<file path="config.mk">
export PLATFORM = sky130hd
export DESIGN_NAME = pps_pll_sync_gen
export DESIGN_NICKNAME = d
export VERILOG_FILES = /design/src/rtl/pps_sync_pkg.sv /design/src/rtl/pps_edge_sync.sv /design/src/rtl/sync_delay_counter.sv /design/src/rtl/pps_sync_ctrl.sv /design/src/rtl/pps_pll_sync_gen.sv
export SDC_FILE = /design/constraint.sdc
export NUM_CORES = 1
export LEC_CHECK = 0
export BUFFER_PORTS_ARGS = -buffer_cell sky130_fd_sc_hd__buf_2
export CAP_MARGIN = 40
export CORE_UTILIZATION = 52
export CTS_CLUSTER_DIAMETER = 100
export DETAILED_ROUTE_END_ITERATION = 6
export MAX_ROUTING_LAYER = met4
export PLACE_DENSITY = 0.75
export SLEW_MARGIN = 20
export SYNTH_ARGS = -nofsm -noshare
export SYNTH_HDL_FRONTEND = slang
export SYNTH_HIERARCHICAL = 1
export SYNTH_SLANG_ARGS = --single-unit
</file>
<file path="constraint.sdc">
create_clock -name clk -period 2.5 [get_ports clk]
set_clock_uncertainty 0.1 [all_clocks]
set_input_delay 0.125 -clock clk [delete_from_list [all_inputs] [get_ports clk]]
set_output_delay 0.125 -clock clk [all_outputs]
set_load 0.1 [all_outputs]
</file>
<file path="src/rtl/pps_sync_pkg.sv">
package pps_sync_pkg;
   typedef enum logic [1:0] {
      ST_IDLE  = 2'd0,
      ST_ARMED = 2'd1,
      ST_COUNT = 2'd2,
      ST_DONE  = 2'd3
   } sync_state_t;

   // fixed cycles from synchronized PPS edge to SYNC with zero extra delay
   localparam int unsigned FIXED_LATENCY = 2;
endpackage

</file>
<file path="src/rtl/pps_edge_sync.sv">
module pps_edge_sync #(
   parameter int unsigned STAGES = 2
) (
   input  logic clk,
   input  logic rst,
   input  logic async_in,
   output logic rise_o
);
   localparam int unsigned LAST = STAGES - 1;

   if (STAGES < 2) begin : g_bad_depth
      $error("pps_edge_sync: STAGES must be at least 2");
   end

   logic [STAGES-1:0] chain_q;
   logic              prev_q;

   for (genvar i = 0; i < STAGES; i++) begin : g_stage
      if (i == 0) begin : g_first
         always_ff @(posedge clk) begin
            if (rst) chain_q[i] <= 1'b0;
            else     chain_q[i] <= async_in;
         end
      end else begin : g_next
         always_ff @(posedge clk) begin
            if (rst) chain_q[i] <= 1'b0;
            else     chain_q[i] <= chain_q[i-1];
         end
      end
   end

   always_ff @(posedge clk) begin
      if (rst) prev_q <= 1'b0;
      else     prev_q <= chain_q[LAST];
   end

   assign rise_o = chain_q[LAST] & ~prev_q;
endmodule

</file>
<file path="src/rtl/sync_delay_counter.sv">
module sync_delay_counter #(
   parameter int unsigned WIDTH = 8
) (
   input  logic             clk,
   input  logic             rst,
   input  logic             load,
   input  logic [WIDTH-1:0] load_val,
   input  logic             run,
   output logic             expired_o
);
   if (WIDTH < 1) begin : g_bad_width
      $error("sync_delay_counter: WIDTH must be positive");
   end

   logic [WIDTH-1:0] cnt_q;

   always_ff @(posedge clk) begin
      if (rst)                       cnt_q <= '0;
      else if (load)                 cnt_q <= load_val;
      else if (run && cnt_q != '0)   cnt_q <= cnt_q - 1'b1;
   end

   assign expired_o = (cnt_q == '0);
endmodule

</file>
<file path="src/rtl/pps_sync_ctrl.sv">
module pps_sync_ctrl
   import pps_sync_pkg::*;
(
   input  logic clk,
   input  logic rst,
   input  logic arm,
   input  logic pps_rise,
   input  logic expired,
   output logic load_o,
   output logic run_o,
   output logic sync_o,
   output logic done_o
);
   sync_state_t state_q;
   logic        sync_q;

   always_ff @(posedge clk) begin
      if (rst) begin
         state_q <= ST_IDLE;
         sync_q  <= 1'b0;
      end else begin
         sync_q <= 1'b0;
         unique case (state_q)
            ST_IDLE:  if (arm) state_q <= ST_ARMED;
            ST_ARMED: begin
               if (!arm)          state_q <= ST_IDLE;
               else if (pps_rise) state_q <= ST_COUNT;
            end
            ST_COUNT: begin
               if (!arm) state_q <= ST_IDLE;
               else if (expired) begin
                  sync_q  <= 1'b1;
                  state_q <= ST_DONE;
               end
            end
            ST_DONE:  if (!arm) state_q <= ST_IDLE;
            default:  state_q <= ST_IDLE;
         endcase
      end
   end

   assign load_o = (state_q == ST_ARMED) && arm && pps_rise;
   assign run_o  = (state_q == ST_COUNT);
   assign sync_o = sync_q;
   assign done_o = (state_q == ST_DONE);
endmodule

</file>
<file path="src/rtl/pps_pll_sync_gen.sv">
module pps_pll_sync_gen #(
   parameter int unsigned SYNC_STAGES = 2,
   parameter int unsigned DELAY_W     = 8
) (
   input  logic               clk,
   input  logic               rst,
   input  logic               pps_in,
   input  logic               arm,
   input  logic [DELAY_W-1:0] extra_delay,
   output logic               pll_sync,
   output logic               sync_done
);
   logic pps_rise;
   logic cnt_load;
   logic cnt_run;
   logic cnt_expired;

   pps_edge_sync #(.STAGES(SYNC_STAGES)) u_edge (
      .clk      (clk),
      .rst      (rst),
      .async_in (pps_in),
      .rise_o   (pps_rise)
   );

   sync_delay_counter #(.WIDTH(DELAY_W)) u_cnt (
      .clk       (clk),
      .rst       (rst),
      .load      (cnt_load),
      .load_val  (extra_delay),
      .run       (cnt_run),
      .expired_o (cnt_expired)
   );

   pps_sync_ctrl u_ctrl (
      .clk      (clk),
      .rst      (rst),
      .arm      (arm),
      .pps_rise (pps_rise),
      .expired  (cnt_expired),
      .load_o   (cnt_load),
      .run_o    (cnt_run),
      .sync_o   (pll_sync),
      .done_o   (sync_done)
   );
endmodule

</file>
==> results of run 1 <==
==> worst reg2reg max path, stage by stage, from the launching register on <==
cell      delay (ps)
dfxtp_1          360
or4_4            590
o41ai_4          420
o31ai_1          160
a311oi_1         260
==> power groups by stage <==
stage / registers [mW] / logic (mW) / clock network [mW]
2_1_floorplan: 0.236 / 0.0197 / 0
3_3_place_gp: 0.236 / 0.0313 / 0
3_5_place_dp: 0.236 / 0.0320 / 0
4_1_cts: 0.231 / 0.0380 / 0.170
5_1_grt: 0.232 / 0.0426 / 0.179
6_report: 0.231 / 0.0382 / 0.162
==> flip-flops by register name, indices dropped and copies added (netlist names) <==
name / count
u_edge/chain_q: 2
u_edge/prev_q: 1
u_ctrl/sync_o: 1
u_ctrl/state_q: 2
u_cnt/cnt_q: 8
==> cells in the mapped netlist (2+ instances only) <==
library cell and count:
dfxtp_1 14, ha_1 2, or3_2 2, xnor2_1 3
or4_2 2, nor3b_1 3, or4_1 2, a311oi_1 2
nor2_1 7, nor2b_1 3, a21oi_1 6, o21ai_0 3
nand2_1 2, inv_1 5
==> kinds of logic (layout without fill, tap and decap cells) <==
| group | Yosys count | count (layout) | synth area share |
|---|---|---|---|
| multiplexers | 1 | 1 | 0.0134 |
| AO/OA/AOI/OAI | 18 | 18 | 0.198 |
| flip-flops | 14 | 14 | 0.375 |
| AND/OR/NAND/NOR | 33 | 33 | 0.305 |
| buffers and inverters | 8 | 28 | 0.0402 |
| adder cells (fa/ha/maj) | 2 | 2 | 0.0335 |
| XOR/XNOR | 3 | 3 | 0.0352 |
==> per-layer routing <==
layer,share of wire,track usage
met3,0.029,0.0682
met5,0,-
met1,0.50,0.260
met4,0.0084,0.155
met2,0.47,0.343
==> final timing paths <==
path | startpoint | endpoint | slack, ps | cells past startpoint
setup / recovery | u_cnt/cnt_q[2] | u_cnt/cnt_q[5] | 510 | 4
hold / removal | extra_delay[6] | u_cnt/cnt_q[6] | 30 | 3
setup reg to reg | u_cnt/cnt_q[2] | u_cnt/cnt_q[5] | 510 | 4
hold reg to reg | u_edge/chain_q[0] | u_edge/chain_q[1] | 350 | 1
==> area by class of cell <==
| class | instances | area [um^2] |
|---|---|---|
| Tap cell | 15 | 18.8 |
| Multi-Input combinational cell | 57 | 437 |
| Inverter | 6 | 22.5 |
| Timing Repair Buffer | 18 | 115 |
| Clock buffer | 4 | 36.3 |
| Sequential cell | 14 | 280 |
| Fill cell | 114 | 408 |
==> through the flow <==
step	instances	power, mW
floorplan	79	0.255
global placement	105	0.268
detailed placement	105	0.268
CTS	114	0.440
global route	114	0.453
finish	114	0.431
==> what timing repair did <==
action                     4_1_cts  5_1_grt
hold endpoints to repair         5        0
hold buffers                     5        0
setup endpoints to repair        0        0
==> results.toml, run 1 <==
[final_layout]
antenna_cells = 0
final_common_cell = "dfxtp_1"
layout.nets = 114
drive_gt1_frac = 0.303
postLayoutCoreUtil = 0.690
area_growth_pct = 21.8
mostFrequentLayoutCells = "dfxtp_1, buf_2, nor2_1"
fin_area_um2 = 910

[route]
finalWirelength_mm = 1.44
ant_nets = 0
firstDrtPassIters = 4
drc = 0
detail_route.vias_per_cell = 5.51
drt-initial-drc-count = 26
vias = 628
routedWlPerCell_um = 12.6

[clocking]
cts.sinks = 14
cts_buffer_depth = 2
cts_buffers = 3
cts_resized = 0
cts_tree = "done"
cts_htree_levels = 1
cts-root-buf = "clkbuf_4"
path_clk_slew_ps = 80
postCtsSetupRepairBufs = 0
insertion_delay_ps = 280

[power]
comb_power_share = 0.089
peakVddDrop_v = 0.000304
clockPowerShare = 0.375
p_int_mw = 0.337
power.density_mw_per_mm2 = 474
power.net_switching_mw = 0.0943
p_sw_frac = 0.219
p_leak_nw = 0.381
power.share.sequential = 0.536

[critical_path]
crit_family = "compound AO/OA/AOI/OAI gates"
crit_required_ps = 2600
slowest_delay_ps = 590
cp_max_fo = 8
cp_cell_sequence = "or4_4 > o41ai_4 > o31ai_1 > a311oi_1"
cp.buffers_inverters = 0
critPathSlowestCell = "or4_4"
start_kind = "flop"
worstPathArrival_ps = 2080
end_kind = "flop"
crit_type = "flop to flop"

[timing]
setup_viol = 0
final.min_clock_period_ps = 1990
drv_slew = 0
finalCritPeriodShare = 0.794
fin_tns_setup_ps = 0
holdWs_ps = 32.5
relSlewSlack = 0.679
worst_pin_slew_ps = 480
postLayoutSetupSlackWorst_ps = 514
max_freq_mhz = 504
rsz0062_at_grt = "false"
finalHoldViolCount = 0

[logic_synthesis]
synth_edf_count = 0
ys_ff_latch = 14
synthCells = 79
seq_area_frac_synth = 0.375
syn_avg_cell_area_um2 = 9.46
synthFlopType = "dfxtp_1"
synthesis.area_um2 = 747
synth_cell_type_count = 37
async_flop_share = 0
synth_top_area_cell = "dfxtp_1"
yosysWarnings = 6
synth_top_area_share = 0.375
ys_top_cells_by_area = "dfxtp_1, a21oi_1, o41ai_4"
synth_nets = 93

[global_routing]
gr-usage-all-layers = 0.230
first_global_vias = 544
grt_first_pass_wirelength_mm = 2.26
grt_max_degree = 16
grt-ovfl-total = 0
antenna_found_initial = 0

[job]
cap_violations = 0

[floorplanning]
fp.dieH_um = 39.9
num_rows = 13
core-area_mm2 = 0.00132
start_util = 0.567
io_pins = 14
die_w_um = 39.9
die-area_mm2 = 0.00159

[min_path]
min_path_type = "primary input to flop"

[placement]
preCtsSetupSlack_ps = 560
globalplace.congestion = 0.871
dp_hpwl_um = 957
post_dp_cell_area_um2 = 823
io_buffers = 13

[outcome]
status = "complete, no violations"
No activity file was read; power rests on OpenSTA's default activity.
==> inputs of run 2 (changes only) <==
--- a/config.mk
+++ b/config.mk
@@ -7,11 +7,11 @@
 export LEC_CHECK = 0
 export BUFFER_PORTS_ARGS = -buffer_cell sky130_fd_sc_hd__buf_2
 export CAP_MARGIN = 40
-export CORE_UTILIZATION = 52
+export CORE_UTILIZATION = 47
 export CTS_CLUSTER_DIAMETER = 100
 export DETAILED_ROUTE_END_ITERATION = 6
 export MAX_ROUTING_LAYER = met4
-export PLACE_DENSITY = 0.75
+export PLACE_DENSITY = 0.72
 export SLEW_MARGIN = 20
 export SYNTH_ARGS = -nofsm -noshare
 export SYNTH_HDL_FRONTEND = slang
==> constraint.sdc (replaced) <==
create_clock -name clk -period 1.7 [get_ports clk]
set_clock_uncertainty 0.1 [all_clocks]
set_input_delay 0.085 -clock clk [delete_from_list [all_inputs] [get_ports clk]]
set_output_delay 0.085 -clock clk [all_outputs]
set_load 0.1 [all_outputs]
==> run 2 against run 1 <==
The run now ends with setup timing left. Core utilization rose by 6.9 points. Critical path depth stayed put. Worst setup slack worse by 640 ps. Total power grew 53%. Clock-buffer cell count unchanged. Clock power grew 48%. Sequential power increased by 47%. Largest cell class unchanged. Largest power group unchanged.
==> results.toml, run 2 (synthesized netlist as in run 1, its figures left out) <==
[global_routing]
grt_max_degree = 16
antenna_found_initial = 0
grt-ovfl-total = 0
grt_first_pass_wirelength_mm = 2.97
first_global_vias = 701
gr-usage-all-layers = 0.235

[critical_path]
crit_type = "flop to flop"
worstPathArrival_ps = 1930
cp-endpoint = "u_cnt/cnt_q[6]"
reg2regPathDepth = 4
regToRegSetupSlack_ps = -130
crit_required_ps = 1800
r2r-end = "u_cnt/cnt_q[6]"
cp_max_fo = 3
end_kind = "flop"
start_kind = "flop"
startpoint = "u_cnt/cnt_q[5]"
reg2reg_from = "u_cnt/cnt_q[5]"

[final_layout]
multi_input_area_um2 = 479
final_common_cell = "buf_4"
drive_gt1_frac = 0.517
fin_area_mm2 = 0.00113
largest_reg_flops = 8
regMostFlops = "u_cnt/cnt_q"
postLayoutCoreUtil = 0.760
reg_top3 = "u_cnt/cnt_q (8), u_ctrl/state_q (2), u_edge/chain_q (2)"
area_growth_pct = 51.4
seq_area_um2 = 285
layout.nets = 135
final_cells = 136
mostFrequentLayoutCells = "buf_4, buf_2, dfxtp_1"
antenna_cells = 0
fillers = 108

[floorplanning]
die-area_mm2 = 0.00175
io_pins = 14
die_w_um = 41.9
fp.dieH_um = 41.9
core-area_mm2 = 0.00149
start_util = 0.502
num_rows = 14

[timing]
finalCritPeriodShare = 1.08
rsz0062_at_grt = "true"
finalHoldViolCount = 0
postLayoutSetupSlackWorst_ps = -130
worst_pin_slew_ps = 484
max_freq_mhz = 546
final.min_clock_period_ps = 1830
relSlewSlack = 0.679
drv_slew = 0
setup_viol = 9

[job]
cap_violations = 0

[placement]
io_buffers = 13
dp_cells = 119
dp_hpwl_mm = 1.12
post_dp_cell_area_um2 = 925
preCtsSetupSlack_ps = -170
globalplace.congestion = 0.803

[outcome]
status = "complete, but fails checks"
failed_checks = "setup timing"

[route]
drc = 0
detail_route.vias_per_cell = 5.38
firstDrtPassIters = 4
routedWlPerCell_um = 13.4
finalWirelength_mm = 1.83
vias = 731
drt-initial-drc-count = 6
ant_nets = 0

[power]
power.density_mw_per_mm2 = 583
peakVddDrop_v = 0.000502
p_leak_nw = 0.492

[min_path]
min_path_type = "primary input to flop"

[clocking]
cts.sinks = 14
cts_buffer_depth = 2
insertion_delay_ps = 280
path_clk_slew_ps = 80
cts_buffers = 3
cts_htree_levels = 1
cts-root-buf = "clkbuf_4"
cts_tree = "done"
==> run 2: what timing repair did <==
item                                    in CTS  in global routing
buffers inserted                             3                  2
pin swaps                                    3                  6
hold buffers                                 8                  0
endpoints found under the setup margin      10                  9
hold endpoints to repair                     9                  0
gates resized for setup                      7                 12
==> run 2: worst min-delay path by stage <==
stage                   startpoint                 to  slack [ps]  cells past startpoint
CTS                 extra_delay[4]     u_cnt/cnt_q[4]           3                      3
global route        extra_delay[4]     u_cnt/cnt_q[4]          30                      3
global placement            pps_in  u_edge/chain_q[0]         210                      2
finish              extra_delay[4]     u_cnt/cnt_q[4]          10                      3
detailed placement          pps_in  u_edge/chain_q[0]         210                      2
floorplan                      rst  u_edge/chain_q[0]          60                      1
==> run 2: area by class of cell <==
class | count | area share
Multi-Input combinational cell | 57 | 0.424
Timing Repair Buffer | 39 | 0.254
Inverter | 6 | 0.0199
Clock buffer | 4 | 0.0321
Tap cell | 16 | 0.0177
Sequential cell | 14 | 0.252
==> run 2: worst max-delay path, cell delays in order, from the launching register on <==
cell,delay (ps)
dfxtp_1,320
or4_4,570
buf_6,150
or4_4,410
a311oi_2,200
==> run 2: power breakdown <==
group | internal, mW | switching [mW] | leakage, nW
logic | 0.0480 | 0.0335 | 0.355
clock network | 0.130 | 0.109 | 0.0210
registers | 0.334 | 0.00490 | 0.116
total | 0.513 | 0.147 | 0.492
==> run 2: per-stage QoR <==
| step | power [mW] | hold WS, ps | TNS [ps] |
|---|---|---|---|
| 4_1_cts | 0.662 | 2.54 | -816 |
| 3_3_place_gp | 0.403 | 205 | -475 |
| 5_1_grt | 0.693 | 28.9 | -1060 |
| 3_5_place_dp | 0.404 | 209 | -867 |
| 6_report | 0.660 | 12.9 | -557 |
| 2_1_floorplan | 0.376 | 56.6 | -95.3 |
==> run 2: layer usage <==
layer | track usage | vias to the layer above | share of wire
met3 | 0.0783 | 2 | 0.031
met1 | 0.261 | 345 | 0.45
met5 | - | - | 0
met2 | 0.391 | 12 | 0.52
li1 | - | 372 | -
met4 | 0.0839 | 0 | 0.0055
